===== config.mk =====
export PLATFORM = sky130hd
export DESIGN_NAME = casc_timer
export DESIGN_NICKNAME = d
export VERILOG_FILES = /design/src/rtl/tmr_pkg.sv /design/src/rtl/tmr_ctl_dec.sv /design/src/rtl/tmr_chan.sv /design/src/rtl/casc_timer.sv
export SDC_FILE = /design/constraint.sdc
export NUM_CORES = 1
export LEC_CHECK = 0
export BUFFER_PORTS_ARGS = -buffer_cell sky130_fd_sc_hd__buf_2
export CAP_MARGIN = 10
export CELL_PAD_IN_SITES_DETAIL_PLACEMENT = 1
export CELL_PAD_IN_SITES_GLOBAL_PLACEMENT = 1
export CORE_AREA = 2 2 142 144
export CTS_CLUSTER_SIZE = 28
export DETAILED_ROUTE_END_ITERATION = 10
export DIE_AREA = 0 0 144 146
export PLACE_DENSITY = 0.71
export SKIP_LAST_GASP = 1
export SLEW_MARGIN = 20
export SYNTH_ARGS = -nofsm -noshare
export SYNTH_HDL_FRONTEND = slang
export SYNTH_SLANG_ARGS = --single-unit

===== constraint.sdc =====
create_clock -name clk -period 6.25 [get_ports clk]
set_input_delay 0.9375 -clock clk [delete_from_list [all_inputs] [get_ports clk]]
set_output_delay 0.9375 -clock clk [all_outputs]
set_load 0.03 [all_outputs]

===== src/rtl/tmr_pkg.sv =====
package tmr_pkg;

    // Channel lifecycle: idle after config, half-loaded, counting, one-shot done
    typedef enum logic [1:0] {
        CH_IDLE  = 2'd0,
        CH_HALF  = 2'd1,
        CH_RUN   = 2'd2,
        CH_SPENT = 2'd3
    } ch_state_t;

    typedef enum logic {
        OP_ONESHOT = 1'b0,
        OP_RATE    = 1'b1
    } op_mode_t;

    typedef struct packed {
        logic       ok;
        logic [1:0] sel;
        op_mode_t   op;
    } ctl_word_t;

    localparam int NUM_CH = 3;

endpackage


===== src/rtl/tmr_ctl_dec.sv =====
module tmr_ctl_dec
    import tmr_pkg::*;
(
    input  logic [7:0] word,
    output ctl_word_t  dec
);
    logic [1:0] sel_f;
    logic [1:0] load_f;
    logic [2:0] mode_f;
    logic       bcd_f;
    logic       mode_ok;

    always_comb begin
        sel_f   = word[7:6];
        load_f  = word[5:4];
        mode_f  = word[3:1];
        bcd_f   = word[0];
        mode_ok = (mode_f == 3'b000) || (mode_f == 3'b010);
        dec.sel = sel_f;
        dec.op  = (mode_f == 3'b010) ? OP_RATE : OP_ONESHOT;
        dec.ok  = (sel_f != 2'd3) && !bcd_f && (load_f == 2'b11) && mode_ok;
    end
endmodule


===== src/rtl/tmr_chan.sv =====
module tmr_chan
    import tmr_pkg::*;
#(
    parameter int BW = 8
) (
    input  logic          clk,
    input  logic          rst_n,
    input  logic          cfg_we,
    input  op_mode_t      cfg_op,
    input  logic          wr_en,
    input  logic          rd_en,
    input  logic [BW-1:0] wdata,
    input  logic          step,
    output logic [BW-1:0] rdata,
    output logic          tc
);
    localparam int CW = 2 * BW;

    ch_state_t     state, state_nx;
    op_mode_t      op_q;
    logic [CW-1:0] cnt_q, preset_q, snap_q;
    logic          hi_sel_q;
    logic          at_one;

    assign at_one = (cnt_q == CW'(1));
    assign tc     = (state == CH_RUN) && step && at_one && !cfg_we && !wr_en;

    // next-state logic
    always_comb begin
        state_nx = state;
        unique case (state)
            CH_IDLE, CH_HALF, CH_SPENT: state_nx = state;
            CH_RUN: if (tc && op_q == OP_ONESHOT) state_nx = CH_SPENT;
        endcase
        if (cfg_we)     state_nx = CH_IDLE;
        else if (wr_en) state_nx = hi_sel_q ? CH_RUN : CH_HALF;
    end

    // state register
    always_ff @(posedge clk) begin
        if (!rst_n) state <= CH_IDLE;
        else        state <= state_nx;
    end

    // datapath and outputs
    always_ff @(posedge clk) begin
        if (!rst_n) begin
            op_q     <= OP_ONESHOT;
            cnt_q    <= '0;
            preset_q <= '0;
            snap_q   <= '0;
            hi_sel_q <= 1'b0;
        end else begin
            if (cfg_we) begin
                op_q     <= cfg_op;
                hi_sel_q <= 1'b0;
            end else if (wr_en) begin
                hi_sel_q <= !hi_sel_q;
                if (hi_sel_q) begin
                    cnt_q[CW-1:BW]    <= wdata;
                    preset_q[CW-1:BW] <= wdata;
                end else begin
                    cnt_q[BW-1:0]    <= wdata;
                    preset_q[BW-1:0] <= wdata;
                end
            end else begin
                if (rd_en) begin
                    hi_sel_q <= !hi_sel_q;
                    if (!hi_sel_q) snap_q <= cnt_q;
                end
                if (state == CH_RUN && step) begin
                    if (at_one) cnt_q <= (op_q == OP_RATE) ? preset_q : '0;
                    else        cnt_q <= cnt_q - CW'(1);
                end
            end
        end
    end

    always_comb rdata = hi_sel_q ? snap_q[CW-1:BW] : cnt_q[BW-1:0];

    a_r6_spent_holds_zero: assert property (@(posedge clk) disable iff (!rst_n)
        (state == CH_SPENT && !cfg_we && !wr_en) |=> (cnt_q == '0));

    a_r4_half_frozen: assert property (@(posedge clk) disable iff (!rst_n)
        (state == CH_HALF && !cfg_we && !wr_en) |=> $stable(cnt_q));

    a_r3_cfg_low_first: assert property (@(posedge clk) disable iff (!rst_n)
        cfg_we |=> !hi_sel_q);
endmodule


===== src/rtl/casc_timer.sv =====
module casc_timer
    import tmr_pkg::*;
#(
    parameter int BUS_W = 8
) (
    input  logic             clk,
    input  logic             rst_n,
    input  logic             bus_wr,
    input  logic             bus_rd,
    input  logic [1:0]       bus_addr,
    input  logic [BUS_W-1:0] bus_wdata,
    output logic [BUS_W-1:0] bus_rdata,
    input  logic             tick_ack,
    input  logic             intvl_ack,
    output logic             baud_pulse,
    output logic             tick_irq,
    output logic             intvl_irq,
    output logic             mode_err
);
    localparam logic [1:0] CTL_ADDR = 2'd3;
    localparam int         TICK_CH  = NUM_CH - 2;
    localparam int         IVL_CH   = NUM_CH - 1;

    ctl_word_t        dec;
    logic             ctl_wr;
    logic [NUM_CH-1:0] tc_v;
    logic [BUS_W-1:0]  rd_v [NUM_CH];

    assign ctl_wr = bus_wr && (bus_addr == CTL_ADDR);

    tmr_ctl_dec u_dec (
        .word (bus_wdata[7:0]),
        .dec  (dec)
    );

    for (genvar i = 0; i < NUM_CH; i++) begin : g_ch
        logic step_i;
        if (i == IVL_CH) begin : g_casc
            assign step_i = tc_v[TICK_CH];
        end else begin : g_free
            assign step_i = 1'b1;
        end
        tmr_chan #(.BW(BUS_W)) u_chan (
            .clk    (clk),
            .rst_n  (rst_n),
            .cfg_we (ctl_wr && dec.ok && (dec.sel == 2'(i))),
            .cfg_op (dec.op),
            .wr_en  (bus_wr && (bus_addr == 2'(i))),
            .rd_en  (bus_rd && (bus_addr == 2'(i))),
            .wdata  (bus_wdata),
            .step   (step_i),
            .rdata  (rd_v[i]),
            .tc     (tc_v[i])
        );
    end

    always_comb begin
        unique case (bus_addr)
            2'd0:    bus_rdata = rd_v[0];
            2'd1:    bus_rdata = rd_v[1];
            2'd2:    bus_rdata = rd_v[2];
            default: bus_rdata = '1;
        endcase
    end

    assign baud_pulse = tc_v[0];

    always_ff @(posedge clk) begin
        if (!rst_n) begin
            tick_irq  <= 1'b0;
            intvl_irq <= 1'b0;
            mode_err  <= 1'b0;
        end else begin
            if (tc_v[TICK_CH])  tick_irq <= 1'b1;
            else if (tick_ack)  tick_irq <= 1'b0;
            if (tc_v[IVL_CH])   intvl_irq <= 1'b1;
            else if (intvl_ack) intvl_irq <= 1'b0;
            if (ctl_wr && !dec.ok) mode_err <= 1'b1;
        end
    end

    a_r10_ctl_read_ff: assert property (@(posedge clk) disable iff (!rst_n)
        (bus_rd && bus_addr == CTL_ADDR) |-> (bus_rdata == '1));

    a_r11_tick_hold: assert property (@(posedge clk) disable iff (!rst_n)
        (tick_irq && !tick_ack) |=> tick_irq);

    a_r5_tick_cause: assert property (@(posedge clk) disable iff (!rst_n)
        $rose(tick_irq) |-> $past(tc_v[TICK_CH]));

    a_r7_intvl_cause: assert property (@(posedge clk) disable iff (!rst_n)
        $rose(intvl_irq) |-> $past(tc_v[IVL_CH]));

    a_r2_err_sticky: assert property (@(posedge clk) disable iff (!rst_n)
        mode_err |=> mode_err);
endmodule


==> out/results.ini <==
[outcome]
status = finished, final reports clean

[yosys]
synth-edff-count = 0
ys_ff_latch = 135
ys_types = 69
syn_inst = 971
synth_area_leaders = dfxtp_1 (35%), nand2_1 (8.1%), a21boi_0 (4.9%)
ys_seq_area_frac = 0.353
synth_top_area_cell = dfxtp_1
synth_flop_cell = dfxtp_1
synth_nets = 993
yosys_warnings = 0
syn_avg_cell_area_um2 = 7.89
ys_async_sr_fraction = 0
synth_area_um2 = 7660
synth.top_cell.area_share = 0.353

[timing]
setup_viol = 0
worst_clock_skew_ns = 0.0104
fin_crit_sh = 0.596
tns_ns = 0
layout_min_cycle_time_ns = 3.72
finalMaxSlewViolations = 0
hold-worst-slack_ns = 0.465
slew_headroom = 0.266
tightest_slew_ns = 1.10
rsz0062_at_grt = no
final-hold-violation-count = 0
fmax_ghz = 0.269

[cts]
postCtsHoldBufs = 0
cts.sinks = 135
cts.path.max_buffers = 2
insertion_delay_ns = 0.42
cts_resized = 0
clock-root-buffer = clkbuf_16
postCtsSetupBuffers = 0
tritoncts = done
htree_num_levels = 4
path_clk_slew_ns = 0.06
cts_buffers = 17

[worst_setup_path]
worst_setup_path_start_kind = input port
crit_type = in2out
crit_fanout = 30
critPathMaxStageDelay_ns = 0.43
worstPathRequired_ns = 5.31
crit_chain = buf_2, nor2_1, nand2_1, nand3b_1, nor3_1, buf_2
worstPathArrival_ns = 2.79
crit_top_cell = buf_2
cp-end-kind = primary output
cp_top_family = simple AND/OR/NAND/NOR gates
worst_path_max_delay_cell = nand2_1
crit_buf_inv = 2

[grt]
grt.total_usage = 0.236
grt_pass1_vias = 6719
antenna_found_initial = 0
grt_max_degree = 80
grt-ovfl-total = 0
grt_pass1_wl_mm = 38.7

[floorplanning]
core_um2 = 19300
num_io_pins = 28
die_area_um2 = 21000
initial_core_util = 0.396
die_width_um = 144
num_rows = 51
die_h_um = 146

[place]
dp_hpwl_mm = 16.3
place.gp.congestion = 0.837
io_buffers = 27

[power]
powerDensity_nw_per_um2 = 281
ir_drop_mv = 0.173
p_leak_uw = 0.00299

[hold_path]
hold_class = reg2reg

[run]
drv_cap = 0

[layout]
nFillCells = 2337
n_antenna_cell = 0
layout.nets = 954
drive_gt1_frac = 0.0952
mostFrequentLayoutCell = nand2_1
layout_common_cells = nand2_1 (165), dfxtp_1 (135), o21ai_0 (71)
syn_to_final_growth_pct = 8.97

[route]
via_per_inst = 5.72
post_drt_wl_per_cell_um = 20.2
drc = 0
postRouteAntennaNets = 0
via_count = 6926
drtPass1Iterations = 4
wl_mm = 24.4
drt_iter0_drc = 519

==> per-stage QoR <==
step | util | power (uW) | setup WS (ns) | cell area [um^2] | std cells
finish | 0.432 | 2350 | 2.53 | 8350 | 1210
global route | 0.432 | 2440 | 2.34 | 8350 | 1210
CTS | 0.432 | 2360 | 2.56 | 8350 | 1210
detailed placement | 0.401 | 1350 | 2.25 | 7750 | 1178
global placement | 0.401 | 1340 | 2.44 | 7750 | 1178
floorplan | - | 1250 | 3.03 | 7660 | 971
==> state kept, by name (all words and copies together) (netlist names) <==
signal / cells
g_ch.u_chan.op_q: 3
g_ch.u_chan.state: 6
mode_err: 1
g_ch.u_chan.snap_q: 24
g_ch.u_chan.hi_sel_q: 3
tick_irq: 1
g_ch.u_chan.preset_q: 48
g_ch.u_chan.cnt_q: 48
intvl_irq: 1
==> cells by family after synthesis <==
| kind of cell | share of synthesized area |
|---|---|
| adders and majority gates | 0.00980 |
| AOI/OAI and AO/OA | 0.220 |
| and+or+nand+nor | 0.262 |
| muxes | 0.0601 |
| xor gates and xnor gates | 0.0377 |
| buffers and inverters | 0.0580 |
| DFF | 0.353 |
==> worst register-to-register path: cells and delay by family, from the launching register on <==
kind | cells | cell delay [ns]
flip-flops | 1 | 0.46
adder cells (fa/ha/maj) | 1 | 0.18
AND/OR/NAND/NOR | 4 | 1.82
AO/OA/AOI/OAI | 2 | 0.53
==> Yosys cell counts, drive strengths merged, types with 8 or more instances <==
master,number
nand4,10
nor3,25
a31oi,31
nand2,165
a21oi,33
clkbuf,59
and3,12
nand3,22
inv,10
xor2,13
a311oi,13
mux2i,37
nor2b,36
nor4,12
dfxtp,135
mux2,8
o211ai,9
or4,8
o22ai,10
buf,29
nor2,60
o21ai,78
xnor2,20
a21boi,52
==> power by group <==
| part | internal, uW | switching [uW] | leakage, uW | total [uW] |
|---|---|---|---|---|
| sequential | 885 | 43.7 | 0.00109 | 929 |
| clock | 616 | 395 | 0.000280 | 1010 |
| combinational | 158 | 249 | 0.00162 | 406 |
| total | 1660 | 688 | 0.00299 | 2350 |
==> per-layer routing <==
layer  vias up  track usage  wire, um
li1       3363            -         -
met1      3405        0.343     12200
met2       123        0.362     11000
met3        35       0.0332       779
met4         0       0.0706       452
met5         -            0         0
==> worst paths after layout <==
check / startpoint / end / slack, ns / depth (start not counted)
setup / recovery: bus_addr[0] / baud_pulse / 2.53 / 6
hold / removal: g_ch[0].u_chan.preset_q[12] / g_ch[0].u_chan.preset_q[12] / 0.47 / 2
setup reg to reg: g_ch[1].u_chan.cnt_q[0] / g_ch[1].u_chan.cnt_q[14] / 3.18 / 7
hold reg to reg: g_ch[0].u_chan.preset_q[12] / g_ch[0].u_chan.preset_q[12] / 0.47 / 2
==> final cells by class <==
class	instances	area, um^2	area share
clock buffer	20	467	0.0559
sequential	135	2700	0.324
inverter	10	37.5	0.00450
tap	265	332	0.0397
timing repair buffer	30	160	0.0192
multi-input combinational	738	4520	0.542
clock inverter	12	126	0.0151
Power figures use the tool's default switching activity.
